## src/rtl/tlb_pkg.sv

```systemverilog
package tlb_pkg;
  typedef enum logic [1:0] {
    FLT_NONE = 2'd0,
    FLT_LEN  = 2'd1,
    FLT_INV  = 2'd2
  } fault_e;

  typedef enum logic [1:0] {
    WK_IDLE = 2'd0,
    WK_MEM  = 2'd1,
    WK_RESP = 2'd2
  } walk_state_e;
endpackage

```

## src/rtl/tlb_cam.sv

```systemverilog
module tlb_cam #(
  parameter int ENTRIES = 8,
  parameter int VPN_W   = 8,
  parameter int PFN_W   = 8,
  parameter int ASID_W  = 4
) (
  input  logic              clk_i,
  input  logic              rst_ni,
  input  logic              flush_i,
  input  logic [VPN_W-1:0]  look_vpn_i,
  input  logic [ASID_W-1:0] look_asid_i,
  output logic              hit_o,
  output logic [PFN_W-1:0]  hit_pfn_o,
  input  logic              fill_i,
  input  logic [VPN_W-1:0]  fill_vpn_i,
  input  logic [ASID_W-1:0] fill_asid_i,
  input  logic [PFN_W-1:0]  fill_pfn_i
);
  localparam int PTR_W = (ENTRIES > 1) ? $clog2(ENTRIES) : 1;

  logic [ENTRIES-1:0] valid_q;
  logic [VPN_W-1:0]   vpn_q  [ENTRIES];
  logic [ASID_W-1:0]  asid_q [ENTRIES];
  logic [PFN_W-1:0]   pfn_q  [ENTRIES];
  logic [PTR_W-1:0]   ptr_q;
  logic [ENTRIES-1:0] match;
  logic [PFN_W-1:0]   pfn_mask [ENTRIES];

  for (genvar g = 0; g < ENTRIES; g++) begin : g_slot
    assign match[g]    = valid_q[g] && (vpn_q[g] == look_vpn_i) && (asid_q[g] == look_asid_i);
    assign pfn_mask[g] = match[g] ? pfn_q[g] : '0;

    always_ff @(posedge clk_i or negedge rst_ni) begin
      if (!rst_ni) begin
        valid_q[g] <= 1'b0;
        vpn_q[g]   <= '0;
        asid_q[g]  <= '0;
        pfn_q[g]   <= '0;
      end else if (flush_i) begin
        valid_q[g] <= 1'b0;
      end else if (fill_i && (ptr_q == PTR_W'(g))) begin
        valid_q[g] <= 1'b1;
        vpn_q[g]   <= fill_vpn_i;
        asid_q[g]  <= fill_asid_i;
        pfn_q[g]   <= fill_pfn_i;
      end
    end
  end

  always_comb begin
    hit_pfn_o = '0;
    for (int i = 0; i < ENTRIES; i++) hit_pfn_o |= pfn_mask[i];
  end
  assign hit_o = |match;

  // round-robin victim pointer, advances only on a fill
  always_ff @(posedge clk_i or negedge rst_ni) begin
    if (!rst_ni) ptr_q <= '0;
    else if (flush_i) ptr_q <= '0;
    else if (fill_i) ptr_q <= (ptr_q == PTR_W'(ENTRIES - 1)) ? '0 : ptr_q + 1'b1;
  end


  hit_onehot_chk: assert property (@(posedge clk_i) disable iff (!rst_ni) $onehot0(match));

  flush_clear_chk: assert property (@(posedge clk_i) disable iff (!rst_ni) flush_i |=> !hit_o);
endmodule

```

## src/rtl/tlb_walker.sv

```systemverilog
module tlb_walker
  import tlb_pkg::*;
#(
  parameter int VPN_W  = 8,
  parameter int OFF_W  = 8,
  parameter int PFN_W  = 8,
  parameter int ASID_W = 4,
  parameter int MEM_AW = 16
) (
  input  logic              clk_i,
  input  logic              rst_ni,
  input  logic              start_i,
  input  logic [VPN_W-1:0]  vpn_i,
  input  logic [OFF_W-1:0]  off_i,
  input  logic [ASID_W-1:0] asid_i,
  input  logic [MEM_AW-1:0] ptbr_i,
  input  logic [VPN_W:0]    ptlr_i,
  output logic              idle_o,
  output logic              mem_req_o,
  output logic [MEM_AW-1:0] mem_addr_o,
  input  logic              mem_rvalid_i,
  input  logic [PFN_W:0]    mem_rdata_i,
  output logic              fill_o,
  output logic [VPN_W-1:0]  fill_vpn_o,
  output logic [ASID_W-1:0] fill_asid_o,
  output logic [PFN_W-1:0]  fill_pfn_o,
  output logic              resp_o,
  output logic [PFN_W+OFF_W-1:0] resp_paddr_o,
  output logic [1:0]        resp_fault_o
);
  walk_state_e state_q;
  logic [VPN_W-1:0]  vpn_q;
  logic [OFF_W-1:0]  off_q;
  logic [ASID_W-1:0] asid_q;
  logic [MEM_AW-1:0] addr_q;
  logic [PFN_W-1:0]  pfn_q;
  fault_e            fault_q;
  logic              too_long;
  logic              pte_ok;

  assign too_long = {1'b0, vpn_i} >= ptlr_i;
  assign pte_ok   = mem_rdata_i[PFN_W];

  always_ff @(posedge clk_i or negedge rst_ni) begin
    if (!rst_ni) begin
      state_q <= WK_IDLE;
      vpn_q   <= '0;
      off_q   <= '0;
      asid_q  <= '0;
      addr_q  <= '0;
      pfn_q   <= '0;
      fault_q <= FLT_NONE;
    end else begin
      case (state_q)
        WK_IDLE: if (start_i) begin
          vpn_q  <= vpn_i;
          off_q  <= off_i;
          asid_q <= asid_i;
          addr_q <= ptbr_i + MEM_AW'(vpn_i);
          if (too_long) begin
            fault_q <= FLT_LEN;
            state_q <= WK_RESP;
          end else begin
            state_q <= WK_MEM;
          end
        end
        WK_MEM: if (mem_rvalid_i) begin
          pfn_q   <= mem_rdata_i[PFN_W-1:0];
          fault_q <= pte_ok ? FLT_NONE : FLT_INV;
          state_q <= WK_RESP;
        end
        default: state_q <= WK_IDLE;
      endcase
    end
  end

  assign idle_o       = (state_q == WK_IDLE);
  assign mem_req_o    = (state_q == WK_MEM);
  assign mem_addr_o   = addr_q;
  assign fill_o       = mem_req_o && mem_rvalid_i && pte_ok;
  assign fill_vpn_o   = vpn_q;
  assign fill_asid_o  = asid_q;
  assign fill_pfn_o   = mem_rdata_i[PFN_W-1:0];
  assign resp_o       = (state_q == WK_RESP);
  assign resp_paddr_o = {pfn_q, off_q};
  assign resp_fault_o = resp_o ? fault_q : FLT_NONE;


  mem_hold_chk: assert property (@(posedge clk_i) disable iff (!rst_ni)
    (mem_req_o && !mem_rvalid_i) |=> (mem_req_o && $stable(mem_addr_o)));

  len_fault_chk: assert property (@(posedge clk_i) disable iff (!rst_ni)
    (idle_o && start_i && too_long) |=> (resp_o && resp_fault_o == FLT_LEN));

  resp_pulse_chk: assert property (@(posedge clk_i) disable iff (!rst_ni)
    resp_o |=> idle_o);
endmodule

```

## src/rtl/tlb_xlate_unit.sv

```systemverilog
module tlb_xlate_unit
  import tlb_pkg::*;
#(
  parameter int VA_W    = 16,
  parameter int OFF_W   = 8,
  parameter int PFN_W   = 8,
  parameter int ASID_W  = 4,
  parameter int ENTRIES = 8,
  parameter int MEM_AW  = 16,
  localparam int VPN_W  = VA_W - OFF_W,
  localparam int PA_W   = PFN_W + OFF_W
) (
  input  logic              clk_i,
  input  logic              rst_ni,
  input  logic              flush_i,
  input  logic [ASID_W-1:0] asid_i,
  input  logic [MEM_AW-1:0] ptbr_i,
  input  logic [VPN_W:0]    ptlr_i,
  input  logic              req_valid_i,
  output logic              req_ready_o,
  input  logic [VA_W-1:0]   vaddr_i,
  output logic              done_o,
  output logic [PA_W-1:0]   paddr_o,
  output logic [1:0]        fault_o,
  output logic              mem_req_o,
  output logic [MEM_AW-1:0] mem_addr_o,
  input  logic              mem_rvalid_i,
  input  logic [PFN_W:0]    mem_rdata_i
);
  logic [VPN_W-1:0]  vpn;
  logic [OFF_W-1:0]  off;
  logic              hit, hit_done, miss_start;
  logic [PFN_W-1:0]  hit_pfn;
  logic              fill;
  logic [VPN_W-1:0]  fill_vpn;
  logic [ASID_W-1:0] fill_asid;
  logic [PFN_W-1:0]  fill_pfn;
  logic              idle, resp;
  logic [PA_W-1:0]   resp_paddr;
  logic [1:0]        resp_fault;

  assign vpn = vaddr_i[VA_W-1:OFF_W];
  assign off = vaddr_i[OFF_W-1:0];

  tlb_cam #(.ENTRIES(ENTRIES), .VPN_W(VPN_W), .PFN_W(PFN_W), .ASID_W(ASID_W)) u_cam (
    .clk_i, .rst_ni, .flush_i,
    .look_vpn_i(vpn), .look_asid_i(asid_i),
    .hit_o(hit), .hit_pfn_o(hit_pfn),
    .fill_i(fill), .fill_vpn_i(fill_vpn), .fill_asid_i(fill_asid), .fill_pfn_i(fill_pfn)
  );

  assign req_ready_o = idle;
  assign hit_done    = idle && req_valid_i && hit;
  assign miss_start  = idle && req_valid_i && !hit;

  tlb_walker #(.VPN_W(VPN_W), .OFF_W(OFF_W), .PFN_W(PFN_W), .ASID_W(ASID_W), .MEM_AW(MEM_AW)) u_walk (
    .clk_i, .rst_ni,
    .start_i(miss_start), .vpn_i(vpn), .off_i(off), .asid_i(asid_i),
    .ptbr_i, .ptlr_i,
    .idle_o(idle),
    .mem_req_o, .mem_addr_o, .mem_rvalid_i, .mem_rdata_i,
    .fill_o(fill), .fill_vpn_o(fill_vpn), .fill_asid_o(fill_asid), .fill_pfn_o(fill_pfn),
    .resp_o(resp), .resp_paddr_o(resp_paddr), .resp_fault_o(resp_fault)
  );

  assign done_o  = hit_done || resp;
  assign paddr_o = hit_done ? {hit_pfn, off} : resp_paddr;
  assign fault_o = hit_done ? FLT_NONE : resp_fault;


  no_mem_on_hit_chk: assert property (@(posedge clk_i) disable iff (!rst_ni) hit_done |-> !mem_req_o);

  fault_with_done_chk: assert property (@(posedge clk_i) disable iff (!rst_ni) (fault_o != 2'd0) |-> done_o);

  busy_no_ready_chk: assert property (@(posedge clk_i) disable iff (!rst_ni) mem_req_o |-> !req_ready_o);
endmodule

```

## config.mk

```make
export PLATFORM = sky130hd
export DESIGN_NAME = tlb_xlate_unit
export DESIGN_NICKNAME = d
export VERILOG_FILES = /design/src/rtl/tlb_pkg.sv /design/src/rtl/tlb_cam.sv /design/src/rtl/tlb_walker.sv /design/src/rtl/tlb_xlate_unit.sv
export SDC_FILE = /design/constraint.sdc
export NUM_CORES = 1
export LEC_CHECK = 0
export BUFFER_PORTS_ARGS = -buffer_cell sky130_fd_sc_hd__buf_2
export CAP_MARGIN = 20
export CORE_MARGIN = 3
export CORE_UTILIZATION = 55
export CTS_BUF_LIST = sky130_fd_sc_hd__clkbuf_8
export DETAILED_ROUTE_END_ITERATION = 16
export PLACE_DENSITY = 0.74
export SLEW_MARGIN = 20
export SYNTH_ARGS = -nofsm -noshare
export SYNTH_HDL_FRONTEND = slang
export SYNTH_SLANG_ARGS = --single-unit
```

## constraint.sdc

```tcl
create_clock -name clk_i -period 5.9 [get_ports clk_i]
set_input_delay 0.885 -clock clk_i [delete_from_list [all_inputs] [get_ports clk_i]]
set_output_delay 0.885 -clock clk_i [all_outputs]
set_load 0.05 [all_outputs]
```

==> results.txt <==
status = finished clean
Area growth, synth to finish = 13.7%
dpl hpwl = 16.9 mm
core area = 18,900 um2
Root Buffer = clkbuf_8
placed cell area = 11,400 um2
worst path buffer plus inverter count = 2
DRC Markers = 0
CTS tree = done
Peak Freq = 0.224 GHz
Post-Synthesis Cell Area = 10,700 um2
vias in the first global route = 7,173
pwr/cell area = 370 nW/um2
vias = 6,856
fin crit period = 4470 ps
vias per cell = 5.63
Final Hold Fails = 0
CP Launch Type = input pin
Slew HR = 0.408
iteration-0 DRC count of the detailed router = 442
Worst R2R Setup Slack = 2760 ps
full die area = 21,100 um2
Worst setup EP type = output port
number of enable flip-flop cells after synthesis = 0
Final WS setup = 1430 ps
first-pass GRT wire length = 39.5 mm
final setup TNS = 0 ps
FF-to-FF Start = u_cam.vpn_q[38]
largest net degree at the start of global routing = 118
Mapped Nets = 900
most frequent cells in the layout = 219 x dfrtp_1, 135 x mux2_2, 100 x xnor2_1
Final Instance Area = 12,100 um2
ys flop type = dfrtp_1
Detailed Routing Iterations Pass 1 = 5
synth top area cells = dfrtp_1 51%, mux2_2 14%, xnor2_1 8.2%
max-cap violation count = 0
Hold Buf Count CTS = 0
antenna-violating nets left = 0
period utilization = 0.757
RSZ-0062 raised after global routing = no
Post-Place Setup Slack = 1440 ps
num rows = 50
WL/cell = 20.4 um
cell family with most CP delay = simple AND/OR/NAND/NOR gates
Max Root-Sink Buffers = 3
Total Wirelength = 24.8 mm
H-tree levels = 2
port buffer count = 95
Clock Sinks = 219
CP max FO = 17
Crit Path Class = input pin to output port
Critical Path Slowest Stage Cell = nor4_4
GRT overflow = 0
FFs w/ async S/R, synth = 1.00
diode count = 0
worst-margin pin slew = 888 ps
clock-pin slew on the worst setup and hold paths = 60 ps
RR Endpoint = u_walk.mem_addr_o[6]
leading cell type in the layout, fill and taps excluded = dfrtp_1
postcts setup bufs = 0
worst min path class = input pin to asynchronous set/reset pin
post-CTS resize count = 0
Layout Skew = 22.5 ps
Total Power = 4490 uW
register area share after synthesis = 0.513
gpl congestion = 0.892
IO Pins = 96
Die X-Extent = 145 um
post-synth cell types = 45
FF+latch count, synth = 219
final max-slew violation count = 0
cell count of the worst reg-to-reg path = 8
LEAKAGE = 0.00590 uW
Yosys Warn Count = 0
Crit path depth = 9
Worst EP arrival = 3580 ps
Final #Nets = 1,015
worst vdd ir = 0.239 mV
largest area contributor in the netlist = dfrtp_1
die height = 145 um
Final setup viols = 0
most frequent CP cell = buf_2
syn avg cell area = 13.1 um2
Synth top area share = 0.513
Clk Latency, worst-skew pair = 520 ps
Crit path largest cell delay = 770 ps
Post-Syn Instances = 818
CP required = 5020 ps
CTS buffer count = 38
fill cell count = 1,520
CP startpoint = vaddr_i[13]
initial antenna violation count = 0
Global Route Usage Sum = 0.235
Starting Density = 0.565
share of layout cells above drive strength 1 = 0.334
critical path, cell by cell = buf_2, xnor2_1, nand4_1, nor4_4, nor4_2, nand2_2, nand3_4, mux2_1, buf_2
==> area by class of cell <==
| class | count | area, um2 | area share |
|---|---|---|---|
| Sequential cell | 219 | 5480 | 0.451 |
| Multi-Input combinational cell | 542 | 4910 | 0.405 |
| Clock buffer | 47 | 647 | 0.0533 |
| Timing Repair Buffer | 111 | 626 | 0.0515 |
| Tap cell | 260 | 325 | 0.0268 |
| Inverter | 21 | 78.8 | 0.00649 |
| Clock inverter | 17 | 70.1 | 0.00577 |
==> logic make-up (layout without fill, tap and decap cells) <==
family,after synthesis,after routing,synth area share
compound gates,83,83,0.0525
xor+xnor,108,108,0.0886
mux,205,205,0.219
buf+inv,57,196,0.0268
fa+ha+maj,23,23,0.0277
flops,219,219,0.513
simple gates,123,123,0.0719
==> registers in the layout, indices dropped and copies added (netlist names), 4 cells and up <==
signal	count
u_cam.vpn_q	64
u_cam.asid_q	32
u_walk.fill_asid_o	4
u_walk.fill_vpn_o	8
u_walk.pfn_q	8
u_cam.valid_q	8
u_walk.mem_addr_o	16
u_walk.off_q	8
u_cam.pfn_q	64
==> metrics by stage <==
| step | cells | util | hold WS (ps) |
|---|---|---|---|
| 2_1_floorplan | 818 | - | 439 |
| 3_3_place_gp | 1152 | 0.603 | 452 |
| 3_5_place_dp | 1153 | 0.605 | 467 |
| 4_1_cts | 1217 | 0.643 | 449 |
| 5_1_grt | 1217 | 0.643 | 471 |
| 6_report | 1217 | 0.643 | 408 |
==> how the worst max path moves through the flow <==
stage	to	slack, ps
after global routing	paddr_o[4]	1300
after global placement	paddr_o[2]	1490
final	paddr_o[4]	1430
after CTS	paddr_o[4]	1440
after floorplan	done_o	2150
after detailed placement	paddr_o[4]	1440
==> synth_stat cells (2+ instances only) <==
cell,number
dfrtp_1,219
mux2_2,135
xnor2_1,100
mux2_1,61
nand2_1,35
ha_1,22
inv_1,21
nand3_1,21
a22oi_1,20
nand4_1,20
o21ai_1,16
nor2_1,14
buf_2,13
buf_4,13
a21oi_1,9
mux2_4,9
nor4_4,8
o21ai_0,8
xor2_1,8
clkbuf_1,7
a21o_1,6
a221oi_1,6
a22o_1,6
and2_1,5
nor3_1,5
nor3b_1,3
a211oi_1,2
a41oi_1,2
buf_1,2
nand2b_1,2
nor2b_1,2
nor4_2,2
o21bai_1,2
o22ai_1,2
or2_2,2
==> routing by layer <==
| layer | share of wire | track usage | up-vias |
|---|---|---|---|
| met1 | 0.44 | 0.317 | 3475 |
| met5 | 0 | 0 | - |
| met2 | 0.48 | 0.383 | 201 |
| li1 | - | - | 3140 |
| met3 | 0.050 | 0.0411 | 40 |
| met4 | 0.027 | 0.0902 | 0 |
==> power breakdown <==
part / internal [uW] / total (uW) / switching, uW
sequential: 1760 / 2000 / 235
combinational: 425 / 1200 / 777
clock: 712 / 1300 / 584
total: 2900 / 4490 / 1600
Note: power is estimated with default switching activity, not from simulation.
